File: src/rtl/card_read_pkg.sv
`timescale 1ns/1ps
package card_read_pkg;

   typedef enum logic [1:0] {
      ST_IDLE   = 2'd0,
      ST_SETUP  = 2'd1,
      ST_STROBE = 2'd2,
      ST_RECOV  = 2'd3
   } crs_state_t;

   localparam logic SPACE_ATTR = 1'b0;
   localparam logic SPACE_COMM = 1'b1;

   // time to clock cycles, rounded up, never below one
   function automatic int unsigned ns_to_cyc(input int unsigned t_ns, input int unsigned clk_ns);
      int unsigned c;
      c = (t_ns + clk_ns - 1) / clk_ns;
      if (c == 0) c = 1;
      return c;
   endfunction

   function automatic int unsigned max2(input int unsigned a, input int unsigned b);
      return (a > b) ? a : b;
   endfunction

endpackage

File: src/rtl/crs_profile.sv
`timescale 1ns/1ps
module crs_profile
   import card_read_pkg::*;
#(
   parameter int unsigned CLK_NS          = 8,
   parameter int unsigned T_SETUP_NS      = 30,
   parameter int unsigned T_ATTR_ACC_NS   = 150,
   parameter int unsigned T_COMM_ACC_NS   = 125,
   parameter int unsigned T_HOLD_NS       = 20,
   parameter int unsigned T_WAIT_VALID_NS = 35,
   parameter int unsigned T_WAIT_STD_NS   = 350,
   parameter int unsigned T_WAIT_EXT_NS   = 3000,
   parameter int unsigned T_ATTR_CYC_NS   = 300,
   parameter bit          EXT_WAIT        = 1'b0,
   parameter int unsigned CW              = 10
)(
   input  logic          space,
   output logic [CW-1:0] setup_m1,
   output logic [CW-1:0] acc_m1,
   output logic [CW-1:0] hold_m1,
   output logic [CW-1:0] wvalid_m1,
   output logic [CW-1:0] wait_lim_m1,
   output logic [CW-1:0] cyc_m1
);
   localparam int unsigned SETUP_C = ns_to_cyc(T_SETUP_NS, CLK_NS);
   localparam int unsigned ATTR_C  = ns_to_cyc(T_ATTR_ACC_NS, CLK_NS);
   localparam int unsigned COMM_C  = ns_to_cyc(T_COMM_ACC_NS, CLK_NS);
   localparam int unsigned HOLD_C  = ns_to_cyc(T_HOLD_NS, CLK_NS);
   localparam int unsigned WV_C    = ns_to_cyc(T_WAIT_VALID_NS, CLK_NS);
   localparam int unsigned WSTD_C  = ns_to_cyc(T_WAIT_STD_NS, CLK_NS);
   localparam int unsigned WEXT_C  = ns_to_cyc(T_WAIT_EXT_NS, CLK_NS);
   localparam int unsigned CYC_C   = ns_to_cyc(T_ATTR_CYC_NS, CLK_NS);

   initial begin
      assert (CLK_NS > 0) else $error("crs_profile: CLK_NS must be positive");
      assert (CW >= $clog2(max2(WEXT_C, CYC_C) + 2)) else $error("crs_profile: CW too narrow");
   end

   assign setup_m1  = CW'(SETUP_C - 1);
   assign hold_m1   = CW'(HOLD_C - 1);
   assign wvalid_m1 = CW'(WV_C - 1);
   assign cyc_m1    = CW'(CYC_C - 1);
   assign acc_m1    = (space == SPACE_COMM) ? CW'(COMM_C - 1) : CW'(ATTR_C - 1);

   generate
      if (EXT_WAIT) begin : g_wait_ext
         assign wait_lim_m1 = CW'(WEXT_C - 1);
      end else begin : g_wait_std
         assign wait_lim_m1 = CW'(WSTD_C - 1);
      end
   endgenerate

endmodule

File: src/rtl/crs_interval.sv
`timescale 1ns/1ps
module crs_interval #(
   parameter int unsigned CW = 10
)(
   input  logic          clk,
   input  logic          rst_n,
   input  logic          clear,
   output logic [CW-1:0] count
);
   always_ff @(posedge clk or negedge rst_n) begin
      if (!rst_n)              count <= '0;
      else if (clear)          count <= '0;
      else if (count != '1)    count <= count + 1'b1;
   end
endmodule

File: src/rtl/crs_wait_mon.sv
`timescale 1ns/1ps
module crs_wait_mon #(
   parameter int unsigned CW = 10
)(
   input  logic          clk,
   input  logic          rst_n,
   input  logic          start,
   input  logic          window,
   input  logic          wait_low,
   input  logic [CW-1:0] lim_m1,
   output logic          expire
);
   logic [CW-1:0] low_cnt;

   always_ff @(posedge clk or negedge rst_n) begin
      if (!rst_n)                                        low_cnt <= '0;
      else if (start)                                    low_cnt <= '0;
      else if (window && wait_low && low_cnt != lim_m1)  low_cnt <= low_cnt + 1'b1;
   end

   assign expire = window && wait_low && (low_cnt == lim_m1);

   // the low-sample count never passes the configured limit
   p_wait_cnt_bound_r7: assert property (@(posedge clk) disable iff (!rst_n)
      low_cnt <= lim_m1);

endmodule

File: src/rtl/card_read_seq.sv
`timescale 1ns/1ps
module card_read_seq
   import card_read_pkg::*;
#(
   parameter int unsigned ADDR_W          = 12,
   parameter int unsigned DATA_W          = 16,
   parameter int unsigned CLK_NS          = 8,
   parameter int unsigned T_SETUP_NS      = 30,
   parameter int unsigned T_ATTR_ACC_NS   = 150,
   parameter int unsigned T_COMM_ACC_NS   = 125,
   parameter int unsigned T_HOLD_NS       = 20,
   parameter int unsigned T_WAIT_VALID_NS = 35,
   parameter int unsigned T_WAIT_STD_NS   = 350,
   parameter int unsigned T_WAIT_EXT_NS   = 3000,
   parameter int unsigned T_ATTR_CYC_NS   = 300,
   parameter bit          EXT_WAIT        = 1'b0
)(
   input  logic              clk,
   input  logic              rst_n,
   input  logic              req_valid,
   input  logic              req_space,
   input  logic [ADDR_W-1:0] req_addr,
   output logic              req_ack,
   output logic              rsp_done,
   output logic              rsp_timeout,
   output logic [DATA_W-1:0] rsp_data,
   output logic [ADDR_W-1:0] card_addr,
   output logic              card_ce_n,
   output logic              card_oe_n,
   output logic              card_reg_n,
   input  logic [DATA_W-1:0] card_data_in,
   input  logic              card_wait_n
);
   localparam int unsigned LONGEST =
      max2(max2(ns_to_cyc(T_WAIT_EXT_NS, CLK_NS), ns_to_cyc(T_WAIT_STD_NS, CLK_NS))
           + ns_to_cyc(T_WAIT_VALID_NS, CLK_NS),
           max2(ns_to_cyc(T_ATTR_CYC_NS, CLK_NS),
                max2(ns_to_cyc(T_ATTR_ACC_NS, CLK_NS), ns_to_cyc(T_COMM_ACC_NS, CLK_NS))));
   localparam int unsigned CW = $clog2(LONGEST + 2) + 1;

   initial begin
      assert (ADDR_W > 0 && DATA_W > 0) else $error("card_read_seq: zero bus width");
      assert (CLK_NS > 0) else $error("card_read_seq: CLK_NS must be positive");
   end

   crs_state_t    state_q, state_d;
   logic [CW-1:0] tmr, since;
   logic [CW-1:0] setup_m1, acc_m1, hold_m1, wvalid_m1, wait_lim_m1, cyc_m1;
   logic          last_attr_q;
   logic          accept, in_window, capture, expire;

   crs_profile #(
      .CLK_NS(CLK_NS), .T_SETUP_NS(T_SETUP_NS), .T_ATTR_ACC_NS(T_ATTR_ACC_NS),
      .T_COMM_ACC_NS(T_COMM_ACC_NS), .T_HOLD_NS(T_HOLD_NS),
      .T_WAIT_VALID_NS(T_WAIT_VALID_NS), .T_WAIT_STD_NS(T_WAIT_STD_NS),
      .T_WAIT_EXT_NS(T_WAIT_EXT_NS), .T_ATTR_CYC_NS(T_ATTR_CYC_NS),
      .EXT_WAIT(EXT_WAIT), .CW(CW)
   ) u_profile (
      .space(card_reg_n), .setup_m1(setup_m1), .acc_m1(acc_m1), .hold_m1(hold_m1),
      .wvalid_m1(wvalid_m1), .wait_lim_m1(wait_lim_m1), .cyc_m1(cyc_m1)
   );

   // phase timer: restarts on every state change
   crs_interval #(.CW(CW)) u_phase_tmr (
      .clk(clk), .rst_n(rst_n), .clear(state_d != state_q), .count(tmr)
   );

   // spacing timer: restarts on every accepted request
   crs_interval #(.CW(CW)) u_gap_tmr (
      .clk(clk), .rst_n(rst_n), .clear(accept), .count(since)
   );

   assign req_ack   = (state_q == ST_IDLE) && (!last_attr_q || since >= cyc_m1);
   assign accept    = req_valid && req_ack;
   assign in_window = (state_q == ST_STROBE) && (card_reg_n == SPACE_COMM) && (tmr >= wvalid_m1);
   assign capture   = (state_q == ST_STROBE) && (tmr >= acc_m1) &&
                      ((card_reg_n == SPACE_ATTR) || (in_window && card_wait_n));

   crs_wait_mon #(.CW(CW)) u_wait_mon (
      .clk(clk), .rst_n(rst_n), .start(accept), .window(in_window),
      .wait_low(!card_wait_n), .lim_m1(wait_lim_m1), .expire(expire)
   );

   always_comb begin
      state_d = state_q;
      unique case (state_q)
         ST_IDLE:   if (accept)                state_d = ST_SETUP;
         ST_SETUP:  if (tmr >= setup_m1)       state_d = ST_STROBE;
         ST_STROBE: if (capture || expire)     state_d = ST_RECOV;
         ST_RECOV:  if (tmr >= hold_m1)        state_d = ST_IDLE;
         default:                              state_d = ST_IDLE;
      endcase
   end

   always_ff @(posedge clk or negedge rst_n) begin
      if (!rst_n) begin
         state_q     <= ST_IDLE;
         last_attr_q <= 1'b0;
         card_addr   <= '0;
         card_reg_n  <= 1'b1;
         rsp_done    <= 1'b0;
         rsp_timeout <= 1'b0;
         rsp_data    <= '0;
      end else begin
         state_q     <= state_d;
         rsp_done    <= capture || expire;
         rsp_timeout <= expire;
         if (accept) begin
            card_addr   <= req_addr;
            card_reg_n  <= req_space;
            last_attr_q <= (req_space == SPACE_ATTR);
         end
         if (capture)     rsp_data <= card_data_in;
         else if (expire) rsp_data <= '0;
      end
   end

   assign card_ce_n = (state_q == ST_IDLE);
   assign card_oe_n = (state_q != ST_STROBE);

   // acknowledge only with the card deselected
   p_ack_when_idle_r1: assert property (@(posedge clk) disable iff (!rst_n)
      req_ack |-> card_ce_n);

   // output enable only inside chip enable
   p_oe_inside_ce_r2: assert property (@(posedge clk) disable iff (!rst_n)
      !card_oe_n |-> !card_ce_n);

   // space line stable through the cycle
   p_reg_stable_r3: assert property (@(posedge clk) disable iff (!rst_n)
      (!card_ce_n && !$past(card_ce_n)) |-> $stable(card_reg_n));

   // address held while the card stays enabled
   p_addr_hold_r8: assert property (@(posedge clk) disable iff (!rst_n)
      (!card_ce_n && !$past(card_ce_n)) |-> $stable(card_addr));

   // done is a single-cycle pulse, raised as output enable ends
   p_done_pulse_r4: assert property (@(posedge clk) disable iff (!rst_n)
      rsp_done |=> !rsp_done);
   p_done_on_oe_rise_r4: assert property (@(posedge clk) disable iff (!rst_n)
      $rose(card_oe_n) |-> rsp_done);

   // timeout flag only travels with done
   p_timeout_with_done_r7: assert property (@(posedge clk) disable iff (!rst_n)
      rsp_timeout |-> rsp_done);

endmodule

File: config.mk
export PLATFORM = sky130hd
export DESIGN_NAME = card_read_seq
export DESIGN_NICKNAME = d
export VERILOG_FILES = /design/src/rtl/card_read_pkg.sv /design/src/rtl/crs_profile.sv /design/src/rtl/crs_interval.sv /design/src/rtl/crs_wait_mon.sv /design/src/rtl/card_read_seq.sv
export SDC_FILE = /design/constraint.sdc
export NUM_CORES = 1
export LEC_CHECK = 0
export ABC_AREA = 0
export BUFFER_PORTS_ARGS = -buffer_cell sky130_fd_sc_hd__buf_2
export CAP_MARGIN = 20
export CORE_MARGIN = 2
export CORE_UTILIZATION = 50
export DETAILED_ROUTE_END_ITERATION = 10
export GPL_TIMING_DRIVEN = 0
export HOLD_SLACK_MARGIN = 0.03
export PLACE_DENSITY_LB_ADDON = 0.2
export SLEW_MARGIN = 0
export SYNTH_ARGS = -nofsm -noshare
export SYNTH_HDL_FRONTEND = slang
export SYNTH_SLANG_ARGS = --single-unit
File: constraint.sdc
create_clock -name clk -period 3.2 [get_ports clk]
set_input_delay 0.32 -clock clk [delete_from_list [all_inputs] [get_ports clk]]
set_output_delay 0.32 -clock clk [all_outputs]
set_load 0.02 [all_outputs]
==> impl_metrics.csv, run 1 <==
group,metric,value,unit
clocking,cts_resized,0,
detailed_routing,drt-initial-drc-count,127,
yosys,synth_warnings,0,
clocking,clockRootBuffer,"clkbuf_8",
place,place_congestion,0.811,
die,dieArea,0.00696,mm2
die,start_util,52.4,%
setup_path,critPathBufInv,2,
detailed_routing,first_pass_iters,4,
power_and_ir_drop,power_frac_seq,39.7,%
yosys,synth_flop_cell,"dfrtp_1",
clocking,h-tree-depth,3,
global_route,first_global_vias,2445,
global_route,grt_max_degree,65,
sta,hold_viol,0,
setup_path,cp_slowest_cell,"a221oi_1",
worst_hold_path,hp-class,"input port to asynchronous set/reset pin",
setup_path,cp-end-kind,"flop",
yosys,synth_top_area_cell,"dfrtp_1",
setup_path,crit_type,"flop to flop",
yosys,ys_seq_area_share,50.8,%
power_and_ir_drop,peakVddDrop,0.444,mV
setup_path,max_stage_delay,0.69,ns
detailed_routing,drt_wl_total,6.37,mm
place,hpwl,4.65,mm
setup_path,crit_fanout,10,
sta,finalWorstSetupSlack,0.552,ns
outcome,outcome,"finished clean",
detailed_routing,viasPerCell,5.29,
power_and_ir_drop,swShare,40.0,%
setup_path,worst_setup_path_start_kind,"flop",
power_and_ir_drop,power_frac_comb,40.1,%
yosys,syn_nets,362,
power_and_ir_drop,leakagePower,1.81,nW
yosys,synth_top_cell_area_share,50.0,%
power_and_ir_drop,p_switching,0.00137,W
setup_path,crit_chain,"inv_1 > ha_1 > and4b_1 > a31oi_1 > a221oi_1 > clkbuf_1 > o21ai_1",
sta,period_needed,2.65,ns
yosys,syn_area,0.00316,mm2
clocking,cts_tree,"done",
yosys,yosysMostFrequentCell,"dfrtp_1",
clocking,post-cts-setup-buffers,0,
clocking,numCtsBuffers,9,
detailed_routing,drcViolationCount,0,
sta,fmax,378,MHz
sta,clock_skew,0.00847,ns
global_route,grt_pass1_wl,11.2,mm
yosys,ys_seq_elements,64,
die,num_io_pins,67,
yosys,ys_types,47,
die,core,0.00603,mm2
clocking,cts_sinks,64,
place,place_ws,0.558,ns
sta,setup_tns,0,ns
place,dp_cells,460,
setup_path,regToRegSetupSlack,0.55,ns
job,cap_viol_max_count,0,
yosys,synth_edf_count,0,
yosys,synthTopCellsByCount,"dfrtp_1, nand2_1, nor2_1, o21ai_1, mux2_2",
sta,max_slew.worst_pin.slew,0.780,ns
final_layout,drive_gt1_share,27.9,%
sta,slew_violations,0,
sta,grt_setup_unrepaired,"no",
sta,relSlewSlack,48.0,%
place,post_dp_cell_area,0.00358,mm2
clocking,insertion_delay,0.34,ns
final_layout,fin_area,0.00378,mm2
final_layout,syn_to_final_growth,19.8,%
power_and_ir_drop,power_density,902,mW/mm2
sta,period_share,82.7,%
final_layout,diodes,0,
setup_path,timing.rr.start,"card_reg_n",
setup_path,crit_arrival,2.85,ns
die,chipWidth,83.4,um
setup_path,path_delay_family,"compound AO/OA/AOI/OAI gates",
sta,setup_viol,0,
setup_path,r2r_cells,7,
place,portBuffers,66,
detailed_routing,wire_per_inst,13.4,um
final_layout,fillers,537,
power_and_ir_drop,internal-power,0.00205,W
die,dieHeight,83.4,um
detailed_routing,ant_nets,0,
yosys,synth_area_leaders,"dfrtp_1, nand2_1, nor2_1, mux2_2, ha_1",
global_route,track_usage,19.6,%
final_layout,fin_cells,476,
yosys,synthArstFlopShare,100,%
yosys,syn_inst,319,
setup_path,rr_endpoint,"rsp_data[3]",
clocking,clkTransAtPathRegs,0.07,ns
power_and_ir_drop,clkPwrFrac,20.2,%
global_route,antenna_found_initial,0,
clocking,clockBufferDepth,2,
final_layout,layout.nets,439,
die,rows,28,
clocking,ctsHoldBuffers,0,
setup_path,required,3.40,ns
yosys,syn_area_per_cell,9.89,um2
detailed_routing,via_count,2518,
setup_path,crit_cells,7,
global_route,overflow,0,
metal layers:
metal	share of wire (%)	track usage [%]
met5	0	0
met4	1.4	7.48
met3	3.7	4.67
met2	47	30.4
met1	48	26.9
sequential cells by signal, indices dropped and copies added, names as in the netlist:
register	cells
rsp_data	16
card_addr	12
u_gap_tmr.count	10
u_phase_tmr.count	10
u_wait_mon.low_cnt	10
state_q	2
card_reg_n	1
last_attr_q	1
rsp_done	1
rsp_timeout	1
power by group through the flow:
stage	registers [W]	logic [W]	clock network, W
final	0.00135	0.00137	0.000690
after global placement	0.00135	0.00135	0
after detailed placement	0.00137	0.00139	0
after CTS	0.00136	0.00139	0.000710
after global routing	0.00140	0.00152	0.000748
after floorplan	0.00157	0.000742	0
cells in the final DEF (no fill, tap or decap), types with 3 or more instances in the layout:
cell | Yosys | final
xnor2_1 | 8 | 8
a211oi_2 | 3 | 3
nor4_1 | 4 | 4
and4_1 | 4 | 4
nor2b_1 | 3 | 3
buf_2 | 6 | 71
ha_1 | 10 | 10
clkbuf_8 | 0 | 10
o21ai_0 | 8 | 8
or3_1 | 4 | 4
nor3_1 | 6 | 6
nand3_1 | 10 | 10
or4_1 | 3 | 3
nor2_1 | 38 | 38
nand2b_1 | 3 | 3
o21ai_1 | 16 | 16
a21oi_1 | 6 | 6
mux2_2 | 12 | 12
clkbuf_1 | 4 | 5
nand4_1 | 7 | 7
inv_1 | 10 | 10
nand2_1 | 48 | 48
xor2_1 | 9 | 9
dfrtp_1 | 63 | 63
worst max-delay path by stage:
stage / endpoint / slack [ns] / startpoint
global placement: rsp_data[8] / 0.56 / card_reg_n
finish: rsp_data[3] / 0.55 / card_reg_n
floorplan: rsp_data[10] / 0.89 / card_reg_n
CTS: rsp_data[3] / 0.55 / card_reg_n
global route: rsp_data[7] / 0.33 / card_reg_n
detailed placement: rsp_data[10] / 0.56 / card_reg_n
kinds of logic (layout without fill, tap and decap cells):
kind of cell,Yosys count,in the layout,synth area share (%)
xor gates and xnor gates,17,17,4.72
adders and majority gates,10,10,3.97
muxes,14,14,4.92
and+or+nand+nor,140,140,21.6
AOI/OAI and AO/OA,50,50,10.4
buffers and inverters,24,106,3.57
DFF,64,64,50.8
layout make-up:
| cell class | count | area, um2 | area share [%] |
|---|---|---|---|
| buffer | 13 | 71.3 | 1.89 |
| clock buffer | 11 | 141 | 3.74 |
| clock inverter | 5 | 56.3 | 1.49 |
| inverter | 11 | 41.3 | 1.09 |
| multi-input combinational | 231 | 1440 | 38.1 |
| sequential | 64 | 1600 | 42.4 |
| tap | 75 | 93.8 | 2.48 |
| timing repair buffer | 66 | 333 | 8.81 |
stage by stage:
step	total power [W]	hold slack (ns)	util [%]
finish	0.00341	0.0487	62.7
global route	0.00367	0.130	62.7
CTS	0.00346	0.0995	62.7
detailed placement	0.00276	0.464	59.4
global placement	0.00270	0.485	59.4
floorplan	0.00231	0.0244	-
Note: power is estimated with default switching activity, not from simulation.
==> inputs of run 2 (changes only) <==
Settings changed: CORE_UTILIZATION 50 to 49.
Clock period 3.2 ns to 2.4 ns, I/O delays scaled along.
==> run 2 against run 1 <==
Effect of this change:
- via count hardly changed
- register-to-register slack worse by 0.44 ns
- clock power is 27% higher
- clock-buffer cell count is 2 higher
- die area is 2.0% higher
- sequential share of layout area is 0.81 points lower
- cell count is 0.63% higher
- combinational power is 40% higher
- first-iteration DRC count is 6.3% higher
- critical path type unchanged
- highest routed layer unchanged
==> impl_metrics.csv, run 2 (synthesized netlist as in run 1, its figures left out) <==
group,metric,value,unit
worst_hold_path,hold_depth,2,
place,place_ws,-0.296,ns
setup_path,critPathBufInv,2,
setup_path,timing.rr.start,"card_reg_n",
power_and_ir_drop,leakagePower,1.84,nW
die,core,0.00628,mm2
sta,relSlewSlack,46.9,%
sta,period_needed,2.29,ns
detailed_routing,wl_met2,3.08,mm
power_and_ir_drop,power_frac_seq,39.2,%
die,chipWidth,84.3,um
job,cap_viol_max_count,0,
sta,setup_viol,0,
setup_path,cp-end-kind,"flop",
sta,fmax,436,MHz
clocking,insertion_delay,0.34,ns
global_route,overflow,0,
global_route,grt_max_degree,65,
detailed_routing,first_pass_iters,4,
die,dieArea,0.00710,mm2
detailed_routing,via_count,2516,
power_and_ir_drop,clkPwrFrac,19.0,%
setup_path,required,2.66,ns
die,start_util,50.3,%
sta,hold_ws,0.0988,ns
sta,period_share,95.5,%
setup_path,crit_arrival,2.55,ns
clocking,clockBufferDepth,2,
final_layout,drive_gt1_share,29.9,%
die,num_io_pins,67,
detailed_routing,wire_per_inst,13.7,um
detailed_routing,drcViolationCount,0,
place,portBuffers,66,
outcome,outcome,"finished clean",
clocking,h-tree-depth,3,
setup_path,rr_endpoint,"u_phase_tmr.count[7]",
power_and_ir_drop,p_switching,0.00186,W
detailed_routing,drt-initial-drc-count,135,
setup_path,crit_chain,"buf_4 > ha_1 > and4b_1 > a31oi_4 > a22oi_1 > o32a_1 > buf_6 > nor3_2",
worst_hold_path,hp-class,"input port to flop",
final_layout,fin_area,0.00386,mm2
power_and_ir_drop,swShare,40.3,%
setup_path,worst_setup_path_start_kind,"flop",
detailed_routing,drt_wl_total,6.58,mm
setup_path,startpoint,"card_reg_n",
final_layout,largest_reg_flops,16,
setup_path,r2r_cells,8,
die,dieHeight,84.3,um
global_route,grt_pass1_wl,11.2,mm
power_and_ir_drop,peakVddDrop,0.618,mV
final_layout,final_common_cell,"buf_2",
global_route,first_global_vias,2417,
clocking,cts_tree,"done",
final_layout,layout_common_cells,"buf_2, dfrtp_1, nand2_1",
sta,max_slew.worst_pin.slew,0.796,ns
final_layout,reg_top3,"rsp_data x16, card_addr x12",
sta,finalWorstSetupSlack,0.108,ns
sta,hold_viol,0,
clocking,cts_sinks,64,
setup_path,path_delay_family,"compound AO/OA/AOI/OAI gates",
power_and_ir_drop,power_frac_comb,41.8,%
worst_hold_path,hold_start,"req_space",
power_and_ir_drop,internal-power,0.00274,W
setup_path,crit_type,"flop to flop",
place,post_dp_cell_area,0.00358,mm2
final_layout,largest_register,"rsp_data",
clocking,clockRootBuffer,"clkbuf_8",
final_layout,diodes,0,
global_route,antenna_found_initial,0,
detailed_routing,met3_wirelength,241,um
clocking,numCtsBuffers,9,
sta,slew_violations,0,
power_and_ir_drop,power_density,1190,mW/mm2
setup_path,regToRegSetupSlack,0.11,ns
global_route,track_usage,19.7,%
final_layout,layout.nets,441,
final_layout,syn_to_final_growth,22.2,%
detailed_routing,wl_met1,3.14,mm
setup_path,crit_fanout,10,
detailed_routing,viasPerCell,5.25,
setup_path,cp_slowest_cell,"dfstp_2",
detailed_routing,ant_nets,0,
place,place_congestion,0.819,
place,hpwl,4.58,mm
worst_hold_path,hold_path_end,"last_attr_q",
sta,clock_skew,0.00802,ns
setup_path,max_stage_delay,0.57,ns
clocking,clkTransAtPathRegs,0.07,ns
detailed_routing,routed.top_layer,"met4",
power_and_ir_drop,total_power,0.00460,W
die,rows,29,
run 2: changes by cell type in the layout (fill, tap and decap cells not counted), sizes merged:
cell | before | now
dlygate4sd3 | 0 | 1
buf | 75 | 74
bufinv | 1 | 0
clkbuf | 15 | 19
clkinv | 3 | 1
run 2: area by class of cell:
type                            instances  area, um2
Clock inverter                          2       12.5
Inverter                               11       41.3
Multi-Input combinational cell        231       1490
Timing Repair Buffer                   68        350
Tap cell                               77       96.3
Clock buffer                           13        179
Fill cell                             534       2420
Buffer                                 13       80.1
Sequential cell                        64       1600
run 2: per-stage QoR:
stage	util, %	cells	setup TNS [ns]
2_1_floorplan	-	319	0
3_3_place_gp	57.1	462	-3.53
3_5_place_dp	57.1	462	-4.31
4_1_cts	60.5	478	0
5_1_grt	61.4	479	-0.00557
6_report	61.4	479	0
run 2: power groups by stage:
stage                     clock [W]  sequential, W  combinational, W
after global placement            0        0.00180           0.00181
after global routing       0.000952        0.00186           0.00212
after CTS                  0.000902        0.00180           0.00187
after detailed placement          0        0.00182           0.00185
after floorplan                   0        0.00209          0.000989
final                      0.000874        0.00180           0.00192
run 2: worst max path at each step:
| stage | end | slack (ns) | cells after the start |
|---|---|---|---|
| 2_1_floorplan | rsp_data[10] | 0.09 | 7 |
| 3_3_place_gp | rsp_data[8] | -0.25 | 7 |
| 3_5_place_dp | rsp_data[4] | -0.30 | 7 |
| 4_1_cts | u_wait_mon.low_cnt[7] | 0.01 | 9 |
| 5_1_grt | rsp_data[3] | -0.006 | 8 |
| 6_report | u_phase_tmr.count[7] | 0.11 | 8 |
run 2: repair_timing:
item / CTS / global route
pin swaps: 0 / 1
hold endpoints to repair: 63 / 0
setup buffers: 0 / 1
hold buffers: 1 / 0
resized for setup: 4 / 9
endpoints found under the setup margin: 16 / 52
run 2: layer usage:
metal  up-vias  global-route usage (%)
li1       1269                       -
met1      1182                    26.7
met2        53                    30.4
met3        12                    4.03
met5         -                       0
met4         0                    9.24
run 2: worst reg2reg max path, delay by kind of cell, from the launching register on:
family | cells | cell delay [ns]
AO/OA/AOI/OAI | 3 | 0.68
flip-flops | 1 | 0.57
AND/OR/NAND/NOR | 2 | 0.40
buffers and inverters | 2 | 0.30
adder cells (fa/ha/maj) | 1 | 0.27
==> inputs of run 3 (changes only) <==
Settings changed: GPL_TIMING_DRIVEN 0 to unset.
==> run 3 against run 2 <==
Effect of this change:
- sequential share of layout area is essentially flat
- non-clock buffer count decreased by 5
- critical endpoint unchanged
- utilization shrank 0.10 points
- register-to-register slack improved by 0.06 ns
- highest routed layer unchanged
- clock power increased by 8.5%
- via count shrank 0.44%
- first-iteration DRC count shrank 24%
- combinational power fell by 3%
- clock-buffer cell count decreased by 1
- worst setup slack improved by 0.059 ns
- sequential power is essentially flat
==> impl_metrics.csv, run 3 (synthesized netlist as in run 1, its figures left out) <==
group,metric,value,unit
detailed_routing,first_pass_iters,4,
worst_hold_path,hp-class,"input port to flop",
place,dp_cells,458,
die,rows,29,
clocking,clockRootBuffer,"clkbuf_8",
place,hpwl,4.42,mm
final_layout,layout_common_cells,"buf_2, dfrtp_1, nand2_1",
setup_path,worst_setup_path_start_kind,"flop",
global_route,busiest_layer,"met2",
sta,relSlewSlack,59.7,%
setup_path,cp_slowest_cell,"dfstp_2",
sta,grt_setup_unrepaired,"no",
global_route,first_global_vias,2388,
detailed_routing,wire_per_inst,13.3,um
die,start_util,50.3,%
final_layout,diodes,0,
final_layout,reg_top3,"rsp_data x16, card_addr x12",
sta,hold_ws,0.107,ns
die,num_io_pins,67,
die,core,0.00628,mm2
global_route,met1_usage,25.3,%
die,dieArea,0.00710,mm2
power_and_ir_drop,leakagePower,1.84,nW
clocking,h-tree-depth,3,
clocking,post-cts-setup-buffers,0,
clocking,clockBufferDepth,2,
sta,fmax,448,MHz
die,chipWidth,84.3,um
detailed_routing,ant_nets,0,
global_route,grt_pass1_wl,10.9,mm
job,cap_viol_max_count,0,
global_route,track_usage,19.1,%
final_layout,drive_gt1_share,29.0,%
setup_path,crit_arrival,2.49,ns
detailed_routing,drt-initial-drc-count,103,
global_route,grtUsageMet3,5.41,%
sta,setup_tns,0,ns
sta,period_needed,2.23,ns
detailed_routing,drcViolationCount,0,
sta,clock_skew,0.00798,ns
detailed_routing,viasPerCell,5.28,
final_layout,fin_cells,474,
global_route,grt_max_degree,40,
setup_path,path_delay_family,"compound AO/OA/AOI/OAI gates",
outcome,outcome,"finished clean",
power_and_ir_drop,power_density,1200,mW/mm2
final_layout,multi_input_area,0.00146,mm2
sta,hold_viol,0,
setup_path,crit_type,"flop to flop",
place,portBuffers,66,
clocking,clkTransAtPathRegs,0.06,ns
setup_path,crit_chain,"buf_4 > ha_1 > and4b_1 > a31oi_1 > a22oi_1 > o32a_2 > nor3_2",
final_layout,layout.nets,436,
final_layout,largest_register,"rsp_data",
sta,slew_violations,0,
sta,setup_viol,0,
global_route,antenna_found_initial,0,
setup_path,required,2.66,ns
sta,max_slew.worst_pin.slew,0.604,ns
sta,period_share,93.1,%
clocking,insertion_delay,0.34,ns
final_layout,largest_reg_flops,16,
final_layout,final_common_cell,"buf_2",
power_and_ir_drop,total_power,0.00461,W
power_and_ir_drop,peakVddDrop,0.569,mV
detailed_routing,via_count,2505,
detailed_routing,drt_wl_total,6.32,mm
final_layout,syn_to_final_growth,22.0,%
clocking,cts_tree,"done",
clocking,numCtsBuffers,9,
setup_path,cp-end-kind,"flop",
final_layout,fillers,555,
global_route,overflow,0,
clocking,cts_sinks,64,
setup_path,max_stage_delay,0.53,ns
place,place_congestion,0.852,
global_route,grt_util_met2,29.7,%
setup_path,critPathBufInv,1,
setup_path,crit_fanout,10,
final_layout,seqCellArea,0.00160,mm2
die,dieHeight,84.3,um
-- run 3: cell types whose count changed in the layout (fill, tap and decap cells not counted), moves of 2 or more --
cell,delta
clkbuf_2,-3
buf_6,-2
buf_12,+3
buf_4,+4
clkbuf_4,-2
buf_2,-3
-- run 3: routing by layer --
metal | wire (um) | up-vias
met1 | 2990 | 1194
met4 | 72 | 0
met3 | 288 | 8
met5 | 0 | -
met2 | 2970 | 49
li1 | - | 1254
-- run 3: where the power goes --
part           switching, W  internal (W)
Clock              0.000392      0.000555
Combinational       0.00112      0.000748
Sequential         0.000302       0.00149
Total               0.00182       0.00279
-- run 3: area by class of cell --
cell class                      count  share of cell area (%)
Tap cell                           77                    2.50
Sequential cell                    64                    41.6
Inverter                           11                    1.07
Multi-Input combinational cell    231                    37.9
Clock buffer                       12                    4.29
Clock inverter                      3                    1.04
Timing Repair Buffer               76                    11.6
-- run 3: worst paths after layout --
kind,startpoint,endpoint,slack [ns],depth (start not counted)
worst max-delay path,card_reg_n,u_phase_tmr.count[7],0.17,7
worst max register to register,card_reg_n,u_phase_tmr.count[7],0.17,7
min in group asynchronous,rst_n,card_addr[10],0.45,2
worst min register to register,card_addr[5],card_addr[5],0.50,1
max in group asynchronous,rst_n,state_q[1],1.34,3
worst min-delay path,req_space,last_attr_q,0.11,2
-- run 3: metrics by stage --
| step | setup WS, ns | cell area (um2) | utilization [%] |
|---|---|---|---|
| 2_1_floorplan | 0.0935 | 3160 | - |
| 3_3_place_gp | 0.230 | 3630 | 57.9 |
| 3_5_place_dp | 0.125 | 3630 | 57.9 |
| 4_1_cts | 0.112 | 3850 | 61.3 |
| 5_1_grt | 0.0641 | 3850 | 61.3 |
| 6_report | 0.166 | 3850 | 61.3 |
-- run 3: what timing repair did --
item	4_1_cts	5_1_grt
resized for setup	0	1
hold buffers	1	0
endpoints found under the setup margin	0	1
endpoints found under the hold margin	24	0
